--- config.mk ---
export PLATFORM = sky130hd
export DESIGN_NAME = pit_timer64
export DESIGN_NICKNAME = d
export VERILOG_FILES = /design/src/rtl/pit64_pkg.sv /design/src/rtl/pit64_tick_gen.sv /design/src/rtl/pit64_counter.sv /design/src/rtl/pit64_regs.sv /design/src/rtl/pit_timer64.sv
export SDC_FILE = /design/constraint.sdc
export NUM_CORES = 1
export LEC_CHECK = 0
export BUFFER_PORTS_ARGS = -buffer_cell sky130_fd_sc_hd__buf_2
export CAP_MARGIN = 20
export CORE_ASPECT_RATIO = 1.25
export CORE_UTILIZATION = 45
export CTS_CLUSTER_DIAMETER = 60
export CTS_CLUSTER_SIZE = 24
export DETAILED_ROUTE_END_ITERATION = 8
export HOLD_SLACK_MARGIN = 0.06
export PLACE_DENSITY = 0.74
export SETUP_SLACK_MARGIN = 0.15
export SYNTH_ARGS = -nofsm -noshare
export SYNTH_HDL_FRONTEND = slang
export SYNTH_SLANG_ARGS = --single-unit
--- constraint.sdc ---
create_clock -name clk -period 2.56 [get_ports clk]
set_input_delay 0.384 -clock clk [delete_from_list [all_inputs] [get_ports clk]]
set_output_delay 0.384 -clock clk [all_outputs]
set_load 0.1 [all_outputs]
--- src/rtl/pit64_pkg.sv ---
package pit64_pkg;

    localparam int ADDR_W = 8;
    localparam int PRES_W = 4;

    localparam logic [ADDR_W-1:0] OFS_CTRL   = 8'h00;
    localparam logic [ADDR_W-1:0] OFS_MODE   = 8'h04;
    localparam logic [ADDR_W-1:0] OFS_PER_LO = 8'h08;
    localparam logic [ADDR_W-1:0] OFS_PER_HI = 8'h0C;
    localparam logic [ADDR_W-1:0] OFS_IEN    = 8'h10;
    localparam logic [ADDR_W-1:0] OFS_STAT   = 8'h1C;
    localparam logic [ADDR_W-1:0] OFS_CNT_LO = 8'h20;
    localparam logic [ADDR_W-1:0] OFS_CNT_HI = 8'h24;

    localparam int CTRL_GO_BIT   = 0;
    localparam int CTRL_KILL_BIT = 8;
    localparam int MODE_CONT_BIT = 0;
    localparam int MODE_GEN_BIT  = 3;
    localparam int MODE_PRES_LSB = 8;

    typedef struct packed {
        logic              cont;
        logic              gen_sel;
        logic [PRES_W-1:0] pres;
    } mode_t;

    typedef enum logic [3:0] {
        SEL_NONE,
        SEL_CTRL,
        SEL_MODE,
        SEL_PER_LO,
        SEL_PER_HI,
        SEL_IEN,
        SEL_STAT,
        SEL_CNT_LO,
        SEL_CNT_HI
    } reg_sel_e;

    function automatic reg_sel_e decode_addr(input logic [ADDR_W-1:0] a);
        reg_sel_e s;
        case (a)
            OFS_CTRL:   s = SEL_CTRL;
            OFS_MODE:   s = SEL_MODE;
            OFS_PER_LO: s = SEL_PER_LO;
            OFS_PER_HI: s = SEL_PER_HI;
            OFS_IEN:    s = SEL_IEN;
            OFS_STAT:   s = SEL_STAT;
            OFS_CNT_LO: s = SEL_CNT_LO;
            OFS_CNT_HI: s = SEL_CNT_HI;
            default:    s = SEL_NONE;
        endcase
        return s;
    endfunction

endpackage

--- src/rtl/pit64_tick_gen.sv ---
module pit64_tick_gen
    import pit64_pkg::*;
#(
    parameter int SYNC_STAGES = 2
) (
    input  logic              clk,
    input  logic              rst,
    input  logic              gen_clk,
    input  logic              gen_sel,
    input  logic [PRES_W-1:0] pres,
    input  logic              run,
    output logic              tick
);
    // synchronizer stages plus one delayed copy for edge detection
    logic [SYNC_STAGES:0] sync_q;
    logic                 gen_rise;
    logic                 src_tick;
    logic [PRES_W-1:0]    div_q;
    logic                 div_hit;

    always_ff @(posedge clk) begin
        if (rst) begin
            sync_q <= '0;
        end else begin
            sync_q <= {sync_q[SYNC_STAGES-1:0], gen_clk};
        end
    end

    assign gen_rise = sync_q[SYNC_STAGES-1] & ~sync_q[SYNC_STAGES];
    assign src_tick = gen_sel ? gen_rise : 1'b1;
    assign div_hit  = (div_q >= pres);
    assign tick     = run & src_tick & div_hit;

    always_ff @(posedge clk) begin
        if (rst || !run) begin
            div_q <= '0;
        end else if (src_tick) begin
            if (div_hit) begin
                div_q <= '0;
            end else begin
                div_q <= div_q + 1'b1;
            end
        end
    end

endmodule

--- src/rtl/pit64_counter.sv ---
module pit64_counter #(
    parameter int CNT_W = 64
) (
    input  logic             clk,
    input  logic             rst,
    input  logic             tick,
    input  logic             kill,
    input  logic             go,
    input  logic             cont,
    input  logic [CNT_W-1:0] period,
    output logic [CNT_W-1:0] count,
    output logic             run,
    output logic             evt
);
    logic match;

    assign match = (count == period);
    assign evt   = tick & match;

    always_ff @(posedge clk) begin
        if (rst || kill) begin
            count <= '0;
            run   <= 1'b0;
        end else begin
            if (go) begin
                run <= 1'b1;
            end
            if (tick) begin
                if (match) begin
                    if (cont) begin
                        count <= '0;
                    end else begin
                        run <= 1'b0;
                    end
                end else begin
                    count <= count + 1'b1;
                end
            end
        end
    end

endmodule

--- src/rtl/pit64_regs.sv ---
module pit64_regs
    import pit64_pkg::*;
#(
    parameter int BUS_W = 32,
    localparam int CNT_W = 2 * BUS_W
) (
    input  logic              clk,
    input  logic              rst,
    input  logic              bus_sel,
    input  logic              bus_wr,
    input  logic [ADDR_W-1:0] bus_addr,
    input  logic [BUS_W-1:0]  bus_wdata,
    output logic [BUS_W-1:0]  bus_rdata,
    input  logic [CNT_W-1:0]  count,
    input  logic              run,
    input  logic              evt,
    output mode_t             mode,
    output logic [CNT_W-1:0]  period,
    output logic              ien,
    output logic              pending,
    output logic              go,
    output logic              kill
);
    reg_sel_e         sel;
    logic             wr_en;
    logic             rd_en;
    logic [BUS_W-1:0] per_hi_stage;
    logic [BUS_W-1:0] cnt_hi_snap;

    assign sel   = decode_addr(bus_addr);
    assign wr_en = bus_sel & bus_wr;
    assign rd_en = bus_sel & ~bus_wr;

    assign kill = wr_en && (sel == SEL_CTRL) && bus_wdata[CTRL_KILL_BIT];
    assign go   = wr_en && (sel == SEL_CTRL) && bus_wdata[CTRL_GO_BIT]
                  && !bus_wdata[CTRL_KILL_BIT];

    always_ff @(posedge clk) begin
        if (rst) begin
            mode         <= '0;
            period       <= '0;
            per_hi_stage <= '0;
            ien          <= 1'b0;
        end else if (wr_en) begin
            case (sel)
                SEL_MODE: begin
                    mode.cont    <= bus_wdata[MODE_CONT_BIT];
                    mode.gen_sel <= bus_wdata[MODE_GEN_BIT];
                    mode.pres    <= bus_wdata[MODE_PRES_LSB +: PRES_W];
                end
                SEL_PER_HI: per_hi_stage <= bus_wdata;
                SEL_PER_LO: period       <= {per_hi_stage, bus_wdata};
                SEL_IEN:    ien          <= bus_wdata[0];
                default: ;
            endcase
        end
    end

    // pending flag: set by a match, cleared by a status read or soft reset
    always_ff @(posedge clk) begin
        if (rst || kill) begin
            pending <= 1'b0;
        end else if (evt) begin
            pending <= 1'b1;
        end else if (rd_en && (sel == SEL_STAT)) begin
            pending <= 1'b0;
        end
    end

    // high word captured on each low-word read
    always_ff @(posedge clk) begin
        if (rst) begin
            cnt_hi_snap <= '0;
        end else if (rd_en && (sel == SEL_CNT_LO)) begin
            cnt_hi_snap <= count[CNT_W-1:BUS_W];
        end
    end

    always_comb begin
        bus_rdata = '0;
        if (rd_en) begin
            case (sel)
                SEL_CTRL:   bus_rdata[CTRL_GO_BIT] = run;
                SEL_MODE: begin
                    bus_rdata[MODE_CONT_BIT]            = mode.cont;
                    bus_rdata[MODE_GEN_BIT]             = mode.gen_sel;
                    bus_rdata[MODE_PRES_LSB +: PRES_W]  = mode.pres;
                end
                SEL_PER_LO: bus_rdata    = period[BUS_W-1:0];
                SEL_PER_HI: bus_rdata    = period[CNT_W-1:BUS_W];
                SEL_IEN:    bus_rdata[0] = ien;
                SEL_STAT:   bus_rdata[0] = pending;
                SEL_CNT_LO: bus_rdata    = count[BUS_W-1:0];
                SEL_CNT_HI: bus_rdata    = cnt_hi_snap;
                default:    bus_rdata    = '0;
            endcase
        end
    end

endmodule

--- src/rtl/pit_timer64.sv ---
module pit_timer64
    import pit64_pkg::*;
#(
    parameter int BUS_W = 32,
    localparam int CNT_W = 2 * BUS_W
) (
    input  logic              clk,
    input  logic              rst,
    input  logic              gen_clk,
    input  logic              bus_sel,
    input  logic              bus_wr,
    input  logic [ADDR_W-1:0] bus_addr,
    input  logic [BUS_W-1:0]  bus_wdata,
    output logic [BUS_W-1:0]  bus_rdata,
    output logic              irq
);
    mode_t            mode_w;
    logic [CNT_W-1:0] period_w;
    logic [CNT_W-1:0] count_w;
    logic             ien_w;
    logic             pending_w;
    logic             go_w;
    logic             kill_w;
    logic             tick_w;
    logic             evt_w;
    logic             run_w;

    pit64_regs #(.BUS_W(BUS_W)) regs_i (
        .clk       (clk),
        .rst       (rst),
        .bus_sel   (bus_sel),
        .bus_wr    (bus_wr),
        .bus_addr  (bus_addr),
        .bus_wdata (bus_wdata),
        .bus_rdata (bus_rdata),
        .count     (count_w),
        .run       (run_w),
        .evt       (evt_w),
        .mode      (mode_w),
        .period    (period_w),
        .ien       (ien_w),
        .pending   (pending_w),
        .go        (go_w),
        .kill      (kill_w)
    );

    pit64_tick_gen #(.SYNC_STAGES(2)) tick_i (
        .clk     (clk),
        .rst     (rst),
        .gen_clk (gen_clk),
        .gen_sel (mode_w.gen_sel),
        .pres    (mode_w.pres),
        .run     (run_w),
        .tick    (tick_w)
    );

    pit64_counter #(.CNT_W(CNT_W)) cnt_i (
        .clk    (clk),
        .rst    (rst),
        .tick   (tick_w),
        .kill   (kill_w),
        .go     (go_w),
        .cont   (mode_w.cont),
        .period (period_w),
        .count  (count_w),
        .run    (run_w),
        .evt    (evt_w)
    );

    assign irq = pending_w & ien_w;

endmodule

==> reports/qor.txt <==
CTS root buf: clkbuf_16
Fin. Hold Viols: 0
Placer Congestion: 0.955
WHS: 0.100 ns
Initial Utilization: 45.7%
height of the die: 170 um
clock sink total: 208
Avg Inst Size Synth: 7.76 um^2
Slew HR: 58.7%
clock-pin slew on the worst setup and hold paths: 0.09 ns
# DRC: 4
First DRT Iteration DRCs: 1028
min-delay worst type: input pin to register
worst-path maximum fanout: 8
largest area contributor in the netlist: dfxtp_1
Total GRT Usage: 29.3%
final WL: 35.0 mm
Main synth FF type: dfxtp_1
worst slew pin tran: 0.620 ns
Leak: 4.25 nW
commonest non-fill, non-tap cell in the layout: nand2_1
antenna violations before repair: 0
nets@finish: 1473
Worst Path Required: 2.18 ns
Tcrit/Tclk final: 99.9%
first-pass GRT wire length: 52.5 mm
clock latency on the worst-skew pair: 0.50 ns
fin area: 0.0135 mm^2
grt ovf: 0
minimum clock period: 2.56 ns
HP Start: gen_clk
adder-cell share of the synthesized area: 0.742%
share of layout cells above drive strength 1: 25.1%
Critical Path Source Type: input pin
CP Capture Type: output pin
r2r setup slk: 0.08 ns
Net Count, Synth: 1356
Worst Hold End: tick_i.sync_q[0]$_SDFF_PP0_
dpl hpwl: 24.1 mm
Layout Skew: 0.0234 ns
setup ws final: 0.00203 ns
DR pass1 iterations: 9
post-synth top area share: 41.1%
largest net degree at the start of global routing: 135
most frequent cells in the layout: nand2_1, dfxtp_1, a21oi_1
Final Non-Filler Cells: 1713
H-tree lvl count: 1
ANT cells: 0
Max Buffers Root-to-Sink: 3
status: complete, but fails checks
largest family of logic cells by synthesized area: simple AND/OR/NAND/NOR gates
Min-Delay Path Depth: 2
Max Clock Freq: 391 MHz
Setup WS pre-CTS: -0.0477 ns
Post-Syn Area: 0.0101 mm^2
Syn-to-layout area delta: 32.9%
Site Rows: 61
post-synthesis mux area share: 0.989%
post-synthesis sequential area ratio: 41.1%
hold_buf cts: 0
Post-Synth XOR/XNOR Area: 6.75%
core area: 0.0221 mm^2
Max Cap Viol: 0
Synth Register Bits: 208
number of global-route vias before repair: 9570
Synth Instances: 1305
critical path class: input pin to output pin
Slew Viols, Final: 0
vias after detailed routing: 10400
setup violators final: 0
CTS tree: done
Placed Cells: 1669
Num CTS Buffers: 15
fraction of the mapped netlist area in simple logic gates: 24.5%
io pins: 78
r2r startpoint: cnt_i.count[5]$_SDFFE_PP0P_
RSZ-0062 raised after global routing: yes
reg2reg end: cnt_i.count[31]$_SDFFE_PP0P_
Power Density: 443 mW/mm^2
placed inst area: 0.0123 mm^2
largest cells by area after synthesis: dfxtp_1, nand2_1, a21oi_1
antenna-violating nets left: 0
Yosys warning count: 0
Die X: 136 um
die area: 0.0231 mm^2
maximum VDD drop: 0.518 mV
Post-synth EDFFs: 0
Compound-Gate Fraction of Synth Area: 21.0%
drt wl/cell: 20.4 um
Worst EP arrival: 2.17 ns
I/O Buffers: 77
violations in the final reports: design-rule violations
R2R depth: 10
post-synthesis cell type count: 65
detail-routed via count per cell: 6.04
asr flop ratio synth: 0%
## area by class of cell
type	instances	area (um^2)
multi-input combinational	974	6160
tap	283	354
inverter	21	78.8
clock inverter	9	108
sequential	208	4200
fill	1883	8680
timing repair buffer	202	2170
clock buffer	16	389
## per-layer routing
metal,global-route usage [%],share of wire [%],up-vias
met2,47.6,47,515
li1,-,-,4812
met3,3.91,8.7,105
met1,38.2,40,4920
met4,13.4,4.8,0
met5,0,0,-
## report_power, final
group	leakage (nW)	internal, W	switching [W]
Sequential	1.69	0.00323	0.00000126
Combinational	2.32	0.0000874	0.000136
Clock	0.238	0.00118	0.00132
Total	4.25	0.00450	0.00146
## critical path, cell delays in order
cell and delay (ns):
buf_8 0.10, or4b_4 0.59, nor3_4 0.24, buf_12 0.16, clkbuf_16 0.18, a22oi_2 0.09, a21oi_4 0.22, buf_12 0.20
## per-stage QoR
stage | total power (W) | utilization [%] | TNS, ns
after floorplan | 0.00339 | - | -0.518
after global placement | 0.00349 | 55.8 | -0.845
after detailed placement | 0.00349 | 55.8 | -0.123
after CTS | 0.00593 | 58.2 | 0
after global routing | 0.00611 | 60.8 | -0.0272
final | 0.00596 | 60.8 | 0
## Yosys cell counts, drive strengths merged (2+ instances only)
master	number
a21oi	205
a222oi	5
a22oi	62
a31oi	4
and2	7
and3	14
and4	8
buf	19
clkbuf	83
dfxtp	208
ha	6
inv	21
mux2i	10
nand2	306
nand2b	3
nand3	35
nand4	31
nor2	41
nor2b	5
nor3	14
nor3b	3
nor4	12
o2111ai	2
o211ai	10
o21a	8
o21ai	33
o311ai	3
o31a	2
o31ai	11
or2	3
or3	25
or4	11
or4b	3
xnor2	67
xor2	11
## sequential cells by signal (all words and copies together), names as in the netlist
register and flops:
regs_i.ien 1, regs_i.pending 1, regs_i.per_hi_stage 32, regs_i.cnt_hi_snap 32
cnt_i.run 1, regs_i.mode 6, tick_i.div_q 4, cnt_i.count 64
tick_i.sync_q 3, regs_i.period 64
## cell families after synthesis
group,after synthesis
and+or+nand+nor,524
AOI/OAI and AO/OA,356
DFF,208
buffers and inverters,123
xor gates and xnor gates,78
muxes,10
adders and majority gates,6
## worst max-delay path by stage
| stage | startpoint | end | slack (ns) | cells after the start |
|---|---|---|---|---|
| global placement | cnt_i.count[23]$_SDFFE_PP0P_ | cnt_i.count[63]$_SDFFE_PP0P_ | -0.06 | 9 |
| global route | bus_addr[6] | bus_rdata[14] | -0.009 | 8 |
| CTS | bus_addr[4] | bus_rdata[0] | 0.03 | 7 |
| detailed placement | cnt_i.count[23]$_SDFFE_PP0P_ | cnt_i.count[51]$_SDFFE_PP0P_ | -0.05 | 9 |
| finish | bus_addr[6] | bus_rdata[31] | 0.002 | 8 |
| floorplan | bus_addr[4] | bus_rdata[10] | -0.04 | 5 |
## what timing repair did
item                       4_1_cts  5_1_grt
pin swaps                        2       36
cloned                           0        9
setup buffers                    0       10
setup endpoints to repair       96       93
gates resized for setup         11       72
(Power assumes the default switching activity.)
